[src/rtl/pdm_pkg.sv]
package pdm_pkg;
    localparam int WORD_W  = 20;
    localparam int SLOT_W  = 10;
    localparam int NSLOT   = WORD_W / SLOT_W;
    localparam int SLOT_IW = (NSLOT > 1) ? $clog2(NSLOT) : 1;
    localparam int CNT_W   = 17;
    localparam int OFS_W   = 5;
    localparam int FINE_W  = 5;
    localparam int RES_W   = 32;
    localparam int WORD_PS = 6400;
    localparam int BIT_PS  = 320;

    localparam logic [CNT_W-1:0] CNT_MAX = {CNT_W{1'b1}};

    // carrier-extend group, both running disparities
    localparam logic [SLOT_W-1:0] MARK_NEG = 10'b1110101000;
    localparam logic [SLOT_W-1:0] MARK_POS = 10'b0001010111;

    typedef struct packed {
        logic               hit;
        logic [SLOT_IW-1:0] slot;
    } mark_t;

    function automatic logic is_marker(input logic [SLOT_W-1:0] g);
        return (g == MARK_NEG) || (g == MARK_POS);
    endfunction
endpackage

[src/rtl/pdm_marker_detect.sv]
module pdm_marker_detect
    import pdm_pkg::*;
(
    input  logic [WORD_W-1:0] word_i,
    input  logic              aligned_i,
    output mark_t             mark_o
);
    logic [NSLOT-1:0] match;

    generate
        for (genvar s = 0; s < NSLOT; s++) begin : g_slot
            assign match[s] = is_marker(word_i[s*SLOT_W +: SLOT_W]);
        end
    endgenerate

    always_comb begin
        mark_o.hit  = aligned_i && (|match);
        mark_o.slot = '0;
        for (int s = NSLOT - 1; s >= 0; s--) begin
            if (match[s]) mark_o.slot = SLOT_IW'(s);
        end
    end
endmodule

[src/rtl/pdm_coarse_counter.sv]
module pdm_coarse_counter
    import pdm_pkg::*;
(
    input  logic             clk,
    input  logic             rst,
    input  logic             start_i,
    input  logic             hit_i,
    output logic             capture_o,
    output logic [CNT_W-1:0] count_o,
    output logic             timeout_o
);
    logic armed_q;

    always_ff @(posedge clk) begin
        if (rst) begin
            armed_q   <= 1'b0;
            count_o   <= '0;
            timeout_o <= 1'b0;
        end else if (start_i) begin
            armed_q   <= 1'b1;
            count_o   <= CNT_W'(1);
            timeout_o <= 1'b0;
        end else if (armed_q) begin
            if (hit_i) begin
                armed_q <= 1'b0;
            end else if (count_o == CNT_MAX) begin
                armed_q   <= 1'b0;
                timeout_o <= 1'b1;
            end else begin
                count_o <= count_o + 1'b1;
            end
        end
    end

    assign capture_o = armed_q && hit_i && !start_i;

    p_count_step_r2: assert property (@(posedge clk) disable iff (rst)
        (armed_q && !start_i && !hit_i && count_o != CNT_MAX)
        |=> (count_o == $past(count_o) + 1'b1));

    p_timeout_sat_r8: assert property (@(posedge clk) disable iff (rst)
        $rose(timeout_o) |-> ($past(count_o) == CNT_MAX && !$past(hit_i)));
endmodule

[src/rtl/pdm_delay_calc.sv]
module pdm_delay_calc
    import pdm_pkg::*;
(
    input  logic               clk,
    input  logic               rst,
    input  logic               start_i,
    input  logic               capture_i,
    input  logic [CNT_W-1:0]   count_i,
    input  logic [OFS_W-1:0]   ofs_i,
    input  logic [SLOT_IW-1:0] slot_i,
    output logic [CNT_W-1:0]   coarse_o,
    output logic [FINE_W-1:0]  fine_o,
    output logic [RES_W-1:0]   delay_o,
    output logic               done_o
);
    logic             pend_q;
    logic [FINE_W-1:0] fine_d;

    assign fine_d = FINE_W'(ofs_i) + FINE_W'(slot_i) * FINE_W'(SLOT_W);

    always_ff @(posedge clk) begin
        if (rst || start_i) begin
            coarse_o <= '0;
            fine_o   <= '0;
            delay_o  <= '0;
            pend_q   <= 1'b0;
            done_o   <= 1'b0;
        end else begin
            pend_q <= capture_i;
            done_o <= pend_q;
            if (capture_i) begin
                coarse_o <= count_i;
                fine_o   <= fine_d;
            end
            if (pend_q) begin
                delay_o <= RES_W'(coarse_o) * RES_W'(WORD_PS)
                         + RES_W'(fine_o) * RES_W'(BIT_PS);
            end
        end
    end

    p_done_pulse_r7: assert property (@(posedge clk) disable iff (rst)
        done_o |=> !done_o);

    p_hold_r7: assert property (@(posedge clk) disable iff (rst)
        (!start_i && !capture_i) |=> ($stable(coarse_o) && $stable(fine_o)));

    p_total_r5: assert property (@(posedge clk) disable iff (rst)
        done_o |-> (delay_o == RES_W'(coarse_o) * RES_W'(WORD_PS)
                             + RES_W'(fine_o) * RES_W'(BIT_PS)));
endmodule

[src/rtl/pdm_delay_meter.sv]
module pdm_delay_meter
    import pdm_pkg::*;
(
    input  logic              clk,
    input  logic              rst,
    input  logic              start_i,
    input  logic [WORD_W-1:0] rx_word_i,
    input  logic              rx_aligned_i,
    input  logic [OFS_W-1:0]  slip_ofs_i,
    output logic [CNT_W-1:0]  coarse_o,
    output logic [FINE_W-1:0] fine_o,
    output logic [RES_W-1:0]  delay_ps_o,
    output logic              done_o,
    output logic              timeout_o
);
    mark_t            mark;
    logic             capture;
    logic [CNT_W-1:0] count;

    pdm_marker_detect u_detect (
        .word_i    (rx_word_i),
        .aligned_i (rx_aligned_i),
        .mark_o    (mark)
    );

    pdm_coarse_counter u_count (
        .clk       (clk),
        .rst       (rst),
        .start_i   (start_i),
        .hit_i     (mark.hit),
        .capture_o (capture),
        .count_o   (count),
        .timeout_o (timeout_o)
    );

    pdm_delay_calc u_calc (
        .clk       (clk),
        .rst       (rst),
        .start_i   (start_i),
        .capture_i (capture),
        .count_i   (count),
        .ofs_i     (slip_ofs_i),
        .slot_i    (mark.slot),
        .coarse_o  (coarse_o),
        .fine_o    (fine_o),
        .delay_o   (delay_ps_o),
        .done_o    (done_o)
    );

    p_ignore_unaligned_r6: assert property (@(posedge clk) disable iff (rst)
        !rx_aligned_i |-> !capture);

    p_no_done_timeout_r8: assert property (@(posedge clk) disable iff (rst)
        timeout_o |-> !done_o);
endmodule

[config.mk]
export PLATFORM = sky130hd
export DESIGN_NAME = pdm_delay_meter
export DESIGN_NICKNAME = d
export VERILOG_FILES = /design/src/rtl/pdm_pkg.sv /design/src/rtl/pdm_marker_detect.sv /design/src/rtl/pdm_coarse_counter.sv /design/src/rtl/pdm_delay_calc.sv /design/src/rtl/pdm_delay_meter.sv
export SDC_FILE = /design/constraint.sdc
export NUM_CORES = 1
export LEC_CHECK = 0
export ABC_AREA = 1
export BUFFER_PORTS_ARGS = -buffer_cell sky130_fd_sc_hd__buf_2
export CAP_MARGIN = 40
export CORE_ASPECT_RATIO = 1.2
export CORE_MARGIN = 8
export CORE_UTILIZATION = 30
export CTS_CLUSTER_DIAMETER = 60
export DETAILED_ROUTE_END_ITERATION = 10
export PLACE_DENSITY = 0.56
export SLEW_MARGIN = 15
export SYNTH_ARGS = -nofsm -noshare
export SYNTH_HDL_FRONTEND = slang
export SYNTH_HIERARCHICAL = 1
export SYNTH_SLANG_ARGS = --single-unit
[constraint.sdc]
create_clock -name clk -period 4.5 [get_ports clk]
set_clock_uncertainty 0.1 [all_clocks]
set_input_delay 0.675 -clock clk [delete_from_list [all_inputs] [get_ports clk]]
set_output_delay 0.675 -clock clk [all_outputs]
set_load 0.05 [all_outputs]
==> results.toml, run 1 <==
[power_and_ir_drop]
p_sw_share_pct = 23.17
peakVddDrop_mv = 0.1318
internal_power_w = 0.001018
power.switching_w = 0.0003070
p_seq_share_pct = 45.9
p_comb_share_pct = 4.9
power_leakage_nw = 3.705
clockPowerShare_pct = 49.2
powerDensity_mw_per_mm2 = 193.5

[floorplanning]
rows = 56
design.die.area_sq_mm = 0.02447
ios = 85
die_h_um = 169.8
start_util_pct = 30.45
chipWidth_um = 144.1
coreArea_sq_mm = 0.01941

[yosys]
syn_inst = 906
yosysTopAreaCellShare_pct = 23.03
ys_seq_area_share_pct = 23.03
synth_seq_cells = 68
syn_area_per_cell_sq_um = 6.524
yosys-top-cells-area = "dfxtp_1 23%, ha_1 16%, nand2_1 14%, inv_1 11%, nor2_1 6.5%"
ys_types = 37
synth_area_sq_mm = 0.005911
yosys_warnings = 6
synth_largest_area_cell = "dfxtp_1"

[cts]
clock-root-buffer = "clkbuf_16"
numClockSinks = 68
post_cts_resize_count = 0
cts_setup_buffers = 0
clk_latency_ns = 0.34
cts_tree = "done"
cts_max_path_buffers = 2
clkTransAtPathRegs_ns = 0.06
cts.htree.levels = 3
ctsHoldBuffers = 0
cts_buffers = 9

[routing]
drtIter0Drc = 204
via_count = 5477
viasPerCell = 4.396
totalWireLength_um = 14520
drtPass1Iterations = 4
wl_per_cell_um = 11.65
drtAntennaViolNets = 0
drcViolationCount = 0

[final_layout]
layout_commonest_cell = "nand2_1"
drive_gt1_share_pct = 14.52
diodes = 0
multi_input_area_sq_mm = 0.003774
register_area_sq_mm = 0.001361
fillers = 2161
area_delta_synth_final_pct = 15.81
layout.cells.most_common_list = "226 x nand2_1, 176 x inv_1, 102 x nor2_1"
finalNonFillerCells = 1246
nets = 1100

[sta]
worst_slew_pin_slew_ns = 0.8031
rsz0062_at_grt = "no"
tns_ns = 0
relSlewSlack_pct = 46.27
setup_violations = 0
fmax_mhz = 275.5
finalCritPeriodShare_pct = 80.67
hold_violations = 0
fin_crit_ns = 3.630
drv_slew = 0

[job]
drv_cap = 0

[global_route]
grt_pass1_vias = 5483
grt-ovfl-total = 0
grt_max_degree = 40
grt_util_met1_pct = 13.42
grt.busiest_layer = "met2"
antenna_found_initial = 0
grt_pass1_wl_um = 24960
use_met3_pct = 3.180
grt_usage_pct = 12.62
met2_usage_pct = 23.55

[outcome]
outcome = "complete, no violations"

[worst_setup_path]
path_delay_family = "adder cells"
cp_num_buf_inv = 1
reg2reg_slack_ns = 0.87
arrival_ns = 3.74
max_stage_delay_ns = 0.48
reg2reg_depth = 18
cp-end-kind = "flop"
critPathKind = "reg2reg"
path_cells = "ha_1 -> ha_1 -> ha_1 -> fa_1 -> ha_1 -> nand2_1 -> inv_1 -> nand4_1 -> nand3_1 -> nand2_1 -> nor2_1 -> nand2_1 -> nor2_2 -> nand2_1 -> nor2_2 -> nor2_1 -> nor2_1 -> nor2_1"
crit_fanout = 6
required_ns = 4.61
r2r_start = "u_calc/coarse_o[1]"
crit_end = "u_calc/delay_o[28]"
path_depth = 18
cp_slowest_cell = "fa_1"
startpoint = "u_calc/coarse_o[1]"
r2r_end = "u_calc/delay_o[28]"
critPathLaunchType = "flop"

[placed_design]
dp_cells = 1233
place.gp.congestion = 0.8111
dp_hpwl_um = 11890
port_buffers = 77

[hold_path]
hp-class = "reg2reg"
==> final cells by class <==
cell class,count,share of cell area [%]
inverters,182,9.980
clock buffers,11,3.692
multi-input cells,641,55.13
flip-flops and latches,68,19.89
well taps,261,4.771
clock inverters,2,0.1828
repair buffers,81,6.361
==> synth_stat cells <==
master    count
a31o_2        1
xnor2_1       6
inv_1       176
nor2_1      102
nand2_2      17
fa_1         14
inv_2         6
nor2b_1       1
nand3b_1      3
a31oi_1       4
conb_1        1
nor3_1        7
nand3_1      46
dfxtp_1      68
o21a_1        2
nand3_2       4
nand2_4       2
o21ai_0      29
a21o_1        1
nor2_2       11
a21oi_1      53
a21oi_2       2
nand4_1       5
nand2_1     226
buf_4         7
and2_1        2
xor2_1        7
o31ai_1       1
nor2_4        5
clkbuf_8      1
ha_1         74
o21ai_1       2
clkbuf_1     11
buf_1         2
nand3b_2      1
o221ai_1      5
o21bai_1      1
==> per-layer routing <==
layer	vias to the layer above	wire length [um]	share of wire, %
met5	-	0	0
met4	0	208	1.4
met3	12	740	5.1
met2	88	7401	51
met1	2429	6170	42
li1	2948	-	-
==> worst min-delay path by stage <==
stage | start | cells past startpoint | end
after floorplan | u_count/count_o[6] | 2 | u_calc/coarse_o[6]
after global placement | u_count/timeout_o | 1 | u_count/timeout_o
after detailed placement | u_calc/delay_o[7] | 2 | u_calc/delay_o[7]
after CTS | u_calc/delay_o[6] | 2 | u_calc/delay_o[6]
after global routing | u_calc/delay_o[8] | 2 | u_calc/delay_o[8]
final | u_calc/delay_o[7] | 2 | u_calc/delay_o[7]
==> power by group through the flow <==
stage,combinational (W),sequential (W),clock (W)
floorplan,0.0000478,0.000620,0
global placement,0.0000651,0.000621,0
detailed placement,0.0000655,0.000621,0
CTS,0.0000657,0.000608,0.000678
global route,0.0000745,0.000608,0.000700
finish,0.0000654,0.000608,0.000651
==> kinds of logic (layout without fill, tap and decap cells) <==
group           count (synthesis)  in the layout  share of synthesized area [%]
buf+inv                       203            276                          13.51
simple gates                  432            432                          31.71
flops                          68             68                          23.03
xor+xnor                       13             13                          1.926
other cells                     1              7                        0.06344
compound gates                101            101                          9.356
fa+ha+maj                      88             88                          20.41
==> metrics by stage <==
| step | hold WS (ns) | utilization [%] | area [sq um] | power (W) | setup slack (ns) |
|---|---|---|---|---|---|
| after CTS | 0.3645 | 35.27 | 6845 | 0.001351 | 0.8716 |
| final | 0.3628 | 35.27 | 6845 | 0.001325 | 0.8700 |
| after global routing | 0.3787 | 35.27 | 6845 | 0.001383 | 0.6052 |
| after global placement | 0.3467 | 33.76 | 6553 | 0.0006861 | 0.9793 |
| after floorplan | 0.3626 | - | 5933 | 0.0006681 | 0.7954 |
| after detailed placement | 0.3513 | 33.90 | 6580 | 0.0006865 | 0.8862 |
==> worst min-delay path: stages (launching register included) <==
cell     delay [ns]
dfxtp_1        0.30
nand2_1        0.06
a21oi_1        0.05
==> flip-flops by register name, indices dropped and copies added, names as in the netlist <==
register,cells
u_calc/coarse_o,17
u_calc/delay_o,25
u_calc/done_o,1
u_calc/fine_o,5
u_calc/pend_q,1
u_count/armed_q,1
u_count/count_o,17
u_count/timeout_o,1
Power figures use the tool's default switching activity.
==> run 2, diff against run 1 <==
Settings changed: ABC_AREA 1 to 0, PLACE_DENSITY 0.56 to 0.57.
Clock period 4.5 ns to 3.38 ns, I/O delays scaled along.
==> results.toml, run 2 <==
[power_and_ir_drop]
p_sw_share_pct = 21.36
power.switching_w = 0.0004238
p_comb_share_pct = 3.8
internal_power_w = 0.001560
powerDensity_mw_per_mm2 = 253.6
p_seq_share_pct = 40.2
clockPowerShare_pct = 56.0
peakVddDrop_mv = 0.2165
power_leakage_nw = 3.486

[routing]
via_count = 4809
totalWireLength_um = 13810
drcViolationCount = 0
wl_per_cell_um = 13.57
drtPass1Iterations = 4
drtIter0Drc = 177
viasPerCell = 4.729
drtAntennaViolNets = 0

[placed_design]
postPlaceCellArea_sq_mm = 0.007036
port_buffers = 77
pre_cts_ws_ns = -0.4846
place.gp.congestion = 0.7838
dp_hpwl_um = 10910
dp_cells = 986

[worst_setup_path]
startpoint = "u_calc/coarse_o[4]"
critPathKind = "reg2reg"
crit_fanout = 5
arrival_ns = 3.92
r2r_start = "u_calc/coarse_o[4]"
required_ns = 3.55
critPathLaunchType = "flop"
cp-end-kind = "flop"

[final_layout]
layout.cells.most_common_list = "109 x buf_4, 77 x buf_2, 72 x nor2_1"
finalNonFillerCells = 1017
drive_gt1_share_pct = 39.27
top_register = "u_calc/delay_o"
diodes = 0
top_regs = "u_calc/delay_o: 25 flops, u_calc/coarse_o: 17 flops, u_count/count_o: 17 flops"
final_util_pct = 44.52
layout_commonest_cell = "buf_4"
register_area_sq_mm = 0.001414
largest_reg_flops = 25
nets = 909
area_delta_synth_final_pct = 45.28
fin_area_sq_mm = 0.007824
multi_input_area_sq_mm = 0.004294
fillers = 1710

[global_route]
grt_max_degree = 42
antenna_found_initial = 0
grt_pass1_wl_um = 23430
grt_usage_pct = 12.46
grt-ovfl-total = 0
grt_pass1_vias = 4810

[floorplanning]
design.die.area_sq_mm = 0.02251
die_h_um = 162.8
coreArea_sq_mm = 0.01757
chipWidth_um = 138.3
ios = 85
start_util_pct = 30.64
rows = 53

[yosys]
syn_area_per_cell_sq_um = 8.785
synth_ff_type = "dfxtp_1"
yosys-top-cells-area = "dfxtp_1 25%, ha_1 17%, mux2i_1 5.6%, fa_1 5.2%, nor2_1 5.1%"
synth_edf_count = 0
synth_seq_cells = 68
syn_inst = 613
ys_seq_area_share_pct = 25.28
ys_types = 77
synthTopCellsByCount = "74 x ha_1, 73 x nor2_1, 68 x dfxtp_1, 62 x inv_1, 33 x nand2_1"
async_flop_share_pct = 0
synth_largest_area_cell = "dfxtp_1"
yosysTopAreaCellShare_pct = 25.28
synth_most_common_cell = "ha_1"
synth_area_sq_mm = 0.005385
yosys_warnings = 6

[sta]
fmax_mhz = 267.3
post-route-worst-setup-slack_ns = -0.3612
hold_violations = 0
finalCritPeriodShare_pct = 110.7
setup_violations = 11
tns_ns = -2.721
fin_crit_ns = 3.741
drv_slew = 0
rsz0062_at_grt = "yes"

[cts]
ctsHoldBuffers = 0
clkTransAtPathRegs_ns = 0.06
clock-root-buffer = "clkbuf_16"
cts_tree = "done"
clk_latency_ns = 0.34
cts_buffers = 9
numClockSinks = 68
cts.htree.levels = 3
cts_max_path_buffers = 2

[outcome]
violations = "setup timing"
outcome = "finished, violations left"

[hold_path]
hp-class = "in2reg"
min_from = "rst"

[job]
drv_cap = 0
==> run 2: per-layer routing <==
metal	routed length (um)	GRT usage, %	share of wire (%)
met5	0	0	0
met4	225	4.701	1.6
met3	478	2.771	3.5
met2	6809	21.89	49
met1	6292	14.48	46
==> run 2: through the flow <==
stage | hold slack [ns] | total power [W]
5_1_grt | 0.2880 | 0.002056
4_1_cts | 0.2660 | 0.002010
6_report | 0.2852 | 0.001984
3_5_place_dp | 0.3454 | 0.0008874
3_3_place_gp | 0.3409 | 0.0008868
2_1_floorplan | 0.3700 | 0.0008656
==> run 2: logic make-up after synthesis <==
kind of cell	Yosys count	synth area share, %
AND/OR/NAND/NOR	188	18.84
XOR/XNOR	41	6.668
flip-flops	68	25.28
other	1	0.06964
AO/OA/AOI/OAI	107	14.03
adder cells (fa/ha/maj)	88	22.40
multiplexers	30	5.576
buffers and inverters	90	7.133
==> run 2: what timing repair did <==
| item | CTS | global route |
|---|---|---|
| pin swaps | 29 | 11 |
| setup endpoints to repair | 11 | 14 |
| setup buffers | 12 | 3 |
| resized for setup | 42 | 12 |
==> run 2: path summary, 6_finish.rpt <==
check        slack [ns]  cells after the start                 end
max               -0.36                     15  u_calc/delay_o[29]
min                0.29                      2  u_count/count_o[0]
max reg2reg       -0.36                     15  u_calc/delay_o[29]
min reg2reg        0.37                      2  u_calc/delay_o[30]
==> run 2: worst max-delay path, stage by stage, from the launching register on <==
cell	delay (ns)
dfxtp_4	0.37
ha_4	0.25
ha_4	0.25
inv_2	0.03
fa_1	0.48
inv_2	0.04
ha_4	0.28
o211ai_1	0.13
o211ai_2	0.30
nand2_1	0.15
o21ai_1	0.20
xor2_1	0.18
buf_4	0.15
nand4_2	0.18
or4b_1	0.53
o211ai_2	0.07
==> run 2: area by class of cell <==
cell class / count / share of cell area, %
inverter: 62 / 2.975
tap: 220 / 3.518
timing repair buffer: 190 / 16.07
clock buffer: 10 / 3.055
clock inverter: 6 / 1.423
multi-input combinational: 461 / 54.89
sequential: 68 / 18.07
==> run 2: power groups by stage <==
| stage | registers (W) | clock network [W] | logic [W] |
|---|---|---|---|
| after floorplan | 0.000813 | 0 | 0.0000523 |
| after global placement | 0.000814 | 0 | 0.0000725 |
| after detailed placement | 0.000814 | 0 | 0.0000731 |
| after CTS | 0.000797 | 0.00114 | 0.0000732 |
| after global routing | 0.000796 | 0.00118 | 0.0000818 |
| final | 0.000797 | 0.00111 | 0.0000762 |
